--- src/rtl/scsi_msgout_pkg.sv ---
package scsi_msgout_pkg;
  typedef enum logic [1:0] {
    T_IDLE = 2'd0,
    T_MSG  = 2'd1,
    T_CMD  = 2'd2
  } tgt_st_e;

  typedef enum logic [1:0] {
    I_IDLE = 2'd0,
    I_MSG  = 2'd1,
    I_WAIT = 2'd2,
    I_CMD  = 2'd3
  } ini_st_e;
endpackage

--- src/rtl/msgout_rst_sync.sv ---
module msgout_rst_sync #(
  parameter int STAGES = 2
) (
  input  logic clk,
  input  logic rst_n,
  output logic rst_sync_n
);
  logic [STAGES-1:0] sync_q;

  always_ff @(posedge clk or negedge rst_n) begin
    if (!rst_n) sync_q <= '0;
    else        sync_q <= {sync_q[STAGES-2:0], 1'b1};
  end

  assign rst_sync_n = sync_q[STAGES-1];
endmodule

--- src/rtl/msgout_feat_reg.sv ---
module msgout_feat_reg (
  input  logic clk,
  input  logic rst_n,
  input  logic wr,
  input  logic wdata,
  output logic feat
);
  logic feat_q, feat_d;

  always_comb begin
    feat_d = feat_q;
    if (wr) feat_d = wdata;
  end

  always_ff @(posedge clk or negedge rst_n) begin
    if (!rst_n) feat_q <= 1'b0;
    else        feat_q <= feat_d;
  end

  assign feat = feat_q;

  p_feat_load_r1: assert property (@(posedge clk) disable iff (!rst_n)
    wr |=> (feat == $past(wdata)));
endmodule

--- src/rtl/msgout_tgt_fsm.sv ---
module msgout_tgt_fsm
  import scsi_msgout_pkg::*;
#(
  parameter int EXTRA_BYTES = 2
) (
  input  logic clk,
  input  logic rst_n,
  input  logic start,
  input  logic sel_atn,
  input  logic feat,
  input  logic atn_live,
  input  logic byte_rcvd,
  input  logic done,
  output logic idle,
  output logic msgout,
  output logic cmd
);
  localparam int CNT_W = (EXTRA_BYTES > 1) ? $clog2(EXTRA_BYTES) : 1;
  localparam logic [CNT_W-1:0] LAST = CNT_W'(EXTRA_BYTES - 1);

  tgt_st_e          st_q, st_d;
  logic [CNT_W-1:0] cnt_q, cnt_d;
  logic             ext_q, ext_d;

  always_comb begin
    st_d  = st_q;
    cnt_d = cnt_q;
    ext_d = ext_q;
    case (st_q)
      T_IDLE: begin
        if (start) begin
          st_d  = sel_atn ? T_MSG : T_CMD;
          cnt_d = '0;
          ext_d = 1'b0;
        end
      end
      T_MSG: begin
        if (byte_rcvd) begin
          if (!ext_q) begin
            if (feat && atn_live) begin
              ext_d = 1'b1;
              cnt_d = '0;
            end else begin
              st_d = T_CMD;
            end
          end else if (cnt_q == LAST) begin
            st_d  = T_CMD;
            ext_d = 1'b0;
          end else begin
            cnt_d = cnt_q + 1'b1;
          end
        end
      end
      T_CMD: begin
        if (done) st_d = T_IDLE;
      end
      default: st_d = T_IDLE;
    endcase
  end

  always_ff @(posedge clk or negedge rst_n) begin
    if (!rst_n) begin
      st_q  <= T_IDLE;
      cnt_q <= '0;
      ext_q <= 1'b0;
    end else begin
      st_q  <= st_d;
      cnt_q <= cnt_d;
      ext_q <= ext_d;
    end
  end

  assign idle   = (st_q == T_IDLE);
  assign msgout = (st_q == T_MSG);
  assign cmd    = (st_q == T_CMD);

  p_one_byte_r4: assert property (@(posedge clk) disable iff (!rst_n)
    (msgout && !ext_q && byte_rcvd && !feat) |=> cmd);
  p_ext_hold_r5: assert property (@(posedge clk) disable iff (!rst_n)
    (msgout && !ext_q && byte_rcvd && feat && atn_live) |=> msgout);
  p_no_atn_cmd_r6: assert property (@(posedge clk) disable iff (!rst_n)
    (msgout && !ext_q && byte_rcvd && !atn_live) |=> cmd);
endmodule

--- src/rtl/msgout_ini_chk.sv ---
module msgout_ini_chk
  import scsi_msgout_pkg::*;
(
  input  logic clk,
  input  logic rst_n,
  input  logic start,
  input  logic sel_atn,
  input  logic feat,
  input  logic byte_rcvd,
  input  logic ph_valid,
  input  logic ph_cmd,
  input  logic done,
  output logic idle,
  output logic msgout,
  output logic cmd,
  output logic abort
);
  ini_st_e st_q, st_d;
  logic    abort_q, abort_d;

  always_comb begin
    st_d    = st_q;
    abort_d = 1'b0;
    case (st_q)
      I_IDLE: if (start) st_d = sel_atn ? I_MSG : I_CMD;
      I_MSG:  if (byte_rcvd) st_d = I_WAIT;
      I_WAIT: begin
        if (ph_valid) begin
          if (ph_cmd)    st_d = I_CMD;
          else if (feat) st_d = I_MSG;
          else begin
            st_d    = I_IDLE;
            abort_d = 1'b1;
          end
        end
      end
      I_CMD:  if (done) st_d = I_IDLE;
      default: st_d = I_IDLE;
    endcase
  end

  always_ff @(posedge clk or negedge rst_n) begin
    if (!rst_n) begin
      st_q    <= I_IDLE;
      abort_q <= 1'b0;
    end else begin
      st_q    <= st_d;
      abort_q <= abort_d;
    end
  end

  assign idle   = (st_q == I_IDLE);
  assign msgout = (st_q == I_MSG) || (st_q == I_WAIT);
  assign cmd    = (st_q == I_CMD);
  assign abort  = abort_q;

  p_abort_pulse_r7: assert property (@(posedge clk) disable iff (!rst_n)
    abort |-> (idle && !$past(abort)));
  p_abort_cause_r7: assert property (@(posedge clk) disable iff (!rst_n)
    (st_q == I_WAIT && ph_valid && !ph_cmd && !feat) |=> abort);
  p_feat_retry_r8: assert property (@(posedge clk) disable iff (!rst_n)
    (st_q == I_WAIT && ph_valid && !ph_cmd && feat) |=> (msgout && !abort));
endmodule

--- src/rtl/scsi_msgout_seq.sv ---
module scsi_msgout_seq #(
  parameter int EXTRA_BYTES = 2,
  parameter int SYNC_STAGES = 2
) (
  input  logic clk,
  input  logic rst_n,
  input  logic feat_wr,
  input  logic feat_wdata,
  input  logic role_init,
  input  logic sel_valid,
  input  logic sel_atn,
  input  logic atn_live,
  input  logic byte_rcvd,
  input  logic tgt_phase_valid,
  input  logic tgt_phase_cmd,
  input  logic seq_done,
  output logic phase_msgout,
  output logic phase_cmd,
  output logic abort_pulse,
  output logic feat_en
);
  logic rst_i_n;
  logic t_idle, t_msg, t_cmd;
  logic i_idle, i_msg, i_cmd, i_abort;
  logic all_idle, t_start, i_start;

  msgout_rst_sync #(.STAGES(SYNC_STAGES)) u_rst (
    .clk(clk), .rst_n(rst_n), .rst_sync_n(rst_i_n)
  );

  msgout_feat_reg u_feat (
    .clk(clk), .rst_n(rst_i_n), .wr(feat_wr), .wdata(feat_wdata), .feat(feat_en)
  );

  assign all_idle = t_idle && i_idle;
  assign t_start  = sel_valid && all_idle && !role_init;
  assign i_start  = sel_valid && all_idle &&  role_init;

  msgout_tgt_fsm #(.EXTRA_BYTES(EXTRA_BYTES)) u_tgt (
    .clk(clk), .rst_n(rst_i_n), .start(t_start), .sel_atn(sel_atn),
    .feat(feat_en), .atn_live(atn_live), .byte_rcvd(byte_rcvd),
    .done(seq_done), .idle(t_idle), .msgout(t_msg), .cmd(t_cmd)
  );

  msgout_ini_chk u_ini (
    .clk(clk), .rst_n(rst_i_n), .start(i_start), .sel_atn(sel_atn),
    .feat(feat_en), .byte_rcvd(byte_rcvd), .ph_valid(tgt_phase_valid),
    .ph_cmd(tgt_phase_cmd), .done(seq_done), .idle(i_idle),
    .msgout(i_msg), .cmd(i_cmd), .abort(i_abort)
  );

  assign phase_msgout = t_msg || i_msg;
  assign phase_cmd    = t_cmd || i_cmd;
  assign abort_pulse  = i_abort;

  p_phase_excl_r10: assert property (@(posedge clk) disable iff (!rst_i_n)
    !(phase_msgout && phase_cmd));
  p_sel_atn_r2: assert property (@(posedge clk) disable iff (!rst_i_n)
    (sel_valid && all_idle && sel_atn) |=> phase_msgout);
  p_sel_noatn_r3: assert property (@(posedge clk) disable iff (!rst_i_n)
    (sel_valid && all_idle && !sel_atn) |=> phase_cmd);
  p_done_idle_r9: assert property (@(posedge clk) disable iff (!rst_i_n)
    (phase_cmd && seq_done) |=> (!phase_cmd && !phase_msgout));
endmodule

--- config.mk ---
export PLATFORM = sky130hd
export DESIGN_NAME = scsi_msgout_seq
export DESIGN_NICKNAME = d
export VERILOG_FILES = /design/src/rtl/scsi_msgout_pkg.sv /design/src/rtl/msgout_rst_sync.sv /design/src/rtl/msgout_feat_reg.sv /design/src/rtl/msgout_tgt_fsm.sv /design/src/rtl/msgout_ini_chk.sv /design/src/rtl/scsi_msgout_seq.sv
export SDC_FILE = /design/constraint.sdc
export NUM_CORES = 1
export LEC_CHECK = 0
export ABC_AREA = 1
export BUFFER_PORTS_ARGS = -buffer_cell sky130_fd_sc_hd__buf_4
export CAP_MARGIN = 0
export CORE_AREA = 2 2 39 41
export CTS_CLUSTER_SIZE = 20
export DETAILED_ROUTE_END_ITERATION = 7
export DIE_AREA = 0 0 41 43
export PLACE_DENSITY_LB_ADDON = 0.1
export SLEW_MARGIN = 20
export SYNTH_ARGS = -nofsm -noshare
export SYNTH_HDL_FRONTEND = slang
export SYNTH_SLANG_ARGS = --single-unit
--- constraint.sdc ---
create_clock -name clk -period 1.4 [get_ports clk]
set_input_delay 0.21 -clock clk [delete_from_list [all_inputs] [get_ports clk]]
set_output_delay 0.21 -clock clk [all_outputs]
set_load 0.005 [all_outputs]
==> out/qor.txt <==
max_cap viols -> 0
area delta synth->final -> 38.7%
antenna cells -> 0
switching pwr -> 0.668 mW
sw frac -> 39.8%
RSZ-0062 raised after global routing -> yes
Lkg Pwr -> 0.474 nW
DIE HEIGHT -> 43 microns
die area -> 1760 sq um
CP arrival -> 1290 ps
Critical Path End Type -> primary output
Setup-failing EPs final -> 2
setup slack after layout -> -95.4 ps
final core utilization -> 63.2%
initial drt markers -> 11
Syn. warnings -> 0
FF/Latch Area -> 250 sq um
Ports -> 16
DR vias -> 606
Flop pwr share -> 26.2%
area of the multi-input gates -> 348 sq um
H-tree depth -> 1
initial antenna violation count -> 0
peak supply drop -> 1370 uV
Syn Area/Cell -> 7.33 sq um
Worst Path Required -> 1190 ps
post-DR vias/cell -> 4.77
final WL -> 1360 microns
met1 Resource Use GR -> 21.3%
worst hold path class -> flip-flop to asynchronous set/reset pin
die outline width -> 41 microns
distinct cell type count of the synthesized netlist -> 19
met2 Usage GRT -> 30.0%
WS Path Type -> flip-flop to primary output
Mapped Cells -> 86
post-DP HPWL -> 1090 microns
row count -> 14
violations in the final reports -> negative setup slack
hold_ws -> 131 ps
sequential area share after synthesis -> 39.7%
RePlAce Congestion -> 0.745
Synthesized Nets -> 103
Clock Tree Root -> clkbuf_4
TritonCTS clock tree -> yes
DR DRC count -> 0
Int Pwr -> 1.01 mW
GR Layer Usage met3 -> 4.71%
final slew viol count -> 0
Gate power share -> 58.5%
Initial Util -> 45.6%
GRT Util Overall -> 18.3%
clock group share of total power -> 15.3%
cts bufs inserted -> 3
global route hottest layer -> met2
maximum clock frequency -> 0.669 GHz
period utilization -> 107%
Final Skew -> 0.371 ps
layout cells sized above 1 -> 31.5%
Skew-Pair Late Insertion Delay -> 260 ps
CTS clk-pin slew, worst paths -> 60 ps
fin crit period -> 1500 ps
Clock Tree Buf Depth -> 2
Port Buf Inserts -> 15
largest fanout on the critical path -> 2
Yosys reg bits -> 10
clk sinks -> 10
Pwr Density -> 1920 nW/um^2
Fillers -> 129
status -> finished with violations
ANT nets after route -> 0
Syn Std Cell Area -> 631 sq um
maximum number of pins on one net before global-route repair -> 9
crit start category -> flip-flop
core area -> 1380 sq um
final hold violations -> 0
GRT overflow -> 0
First-pass DRT Iterations -> 4
first-pass GRT wire length -> 2080 microns
DR WL/cell -> 10.7 microns
Layout Nets -> 129
vias in the first global route -> 513
layout by cell type, fill, tap and decap left out, types with 2 or more instances in the layout:
master | synthesis | routed
nand2_1 | 28 | 28
buf_4 | 0 | 18
inv_1 | 13 | 10
dfrtp_1 | 10 | 10
nor2_1 | 8 | 8
nand3_1 | 5 | 5
inv_2 | 1 | 4
clkbuf_4 | 0 | 3
o21ai_1 | 1 | 2
o21ai_0 | 3 | 2
nand4_1 | 2 | 2
nand3b_1 | 2 | 2
ha_1 | 5 | 2
ha_2 | 0 | 2
buf_6 | 0 | 2
final cells by class:
class,instances,share of cell area (%)
flip-flops and latches,10,28.6
inverters,14,6.01
clock buffers,4,4.15
multi-input cells,62,39.8
repair buffers,21,19.2
well taps,16,2.29
registers in the layout, summed over array words and instances (netlist names):
register,count
u_rst.sync_q,2
u_tgt.st_q,2
u_ini.st_q,2
u_tgt.ext_q,1
u_feat.feat,1
u_tgt.cnt_q,1
u_ini.abort,1
final timing paths:
kind / slack [ps] / start / cells past startpoint / end
min in group clk: 180 / tgt_phase_valid / 3 / u_ini.abort$_DFF_PN0_
hold reg to reg: 130 / u_rst.sync_q[1]$_DFF_PN0_ / 0 / u_tgt.ext_q$_DFFE_PN0P_
max in group asynchronous: 1030 / u_rst.sync_q[1]$_DFF_PN0_ / 0 / u_ini.st_q[0]$_DFFE_PN0P_
setup / recovery: -100 / u_ini.st_q[0]$_DFFE_PN0P_ / 4 / phase_msgout
setup reg to reg: 30 / u_ini.st_q[0]$_DFFE_PN0P_ / 9 / u_ini.st_q[0]$_DFFE_PN0P_
hold / removal: 130 / u_rst.sync_q[1]$_DFF_PN0_ / 0 / u_tgt.ext_q$_DFFE_PN0P_
critical path: stages, from the launching register on:
cell,delay (ps)
dfrtp_1,400
inv_2,90
ha_4,200
or2_4,220
buf_6,110
cell families after synthesis:
family                     after synthesis  share of synthesized area (%)
muxes                                    1                           1.79
and+or+nand+nor                         48                           33.3
adders and majority gates                5                           9.92
DFF                                     10                           39.7
buffers and inverters                   14                           8.33
other                                    1                          0.595
AOI/OAI and AO/OA                        7                           6.35
metrics by stage:
stage	std cells	power [mW]	instance area (sq um)	worst slack [ps]	setup TNS, ps
floorplan	86	0.953	631	147	0
global placement	120	1.25	786	70.3	0
detailed placement	120	1.27	786	61.1	0
CTS	127	1.66	866	-84.5	-163
global route	127	1.82	875	-138	-415
finish	127	1.68	875	-95.4	-151
per-layer routing:
metal | share of wire, % | vias to the layer above
met5 | 0 | -
met1 | 42 | 276
met2 | 54 | 10
li1 | - | 318
met4 | 1.3 | 0
met3 | 2.4 | 2
cell usage after synthesis:
cell / instances / area, sq um
dfrtp_1: 10 / 250
nor2_1: 8 / 30.0
nand3_1: 5 / 25.0
inv_1: 13 / 48.8
mux2_2: 1 / 11.3
a21oi_1: 1 / 5.00
a21boi_0: 1 / 7.51
nor2_2: 1 / 6.26
nand3_2: 1 / 10.0
inv_2: 1 / 3.75
nand3b_1: 2 / 15.0
or2_2: 1 / 6.26
nand4_1: 2 / 12.5
o21ai_1: 1 / 5.00
o21ai_0: 3 / 15.0
o21bai_1: 1 / 7.51
conb_1: 1 / 3.75
nand2_1: 28 / 105
ha_1: 5 / 62.6
repair_timing:
| item | CTS | global route |
|---|---|---|
| resized for setup | 6 | 4 |
| buffers inserted | 2 | 0 |
| hold buffers | 1 | 0 |
| endpoints found under the hold margin | 2 | 0 |
| pin swaps | 1 | 2 |
| endpoints found under the setup margin | 2 | 4 |
power groups by stage:
stage	logic (mW)	clock network (mW)	registers (mW)
floorplan	0.517	0	0.436
global placement	0.819	0	0.433
detailed placement	0.832	0	0.435
CTS	0.959	0.267	0.436
global route	1.09	0.272	0.450
finish	0.980	0.256	0.440
Note: power is estimated with default switching activity, not from simulation.
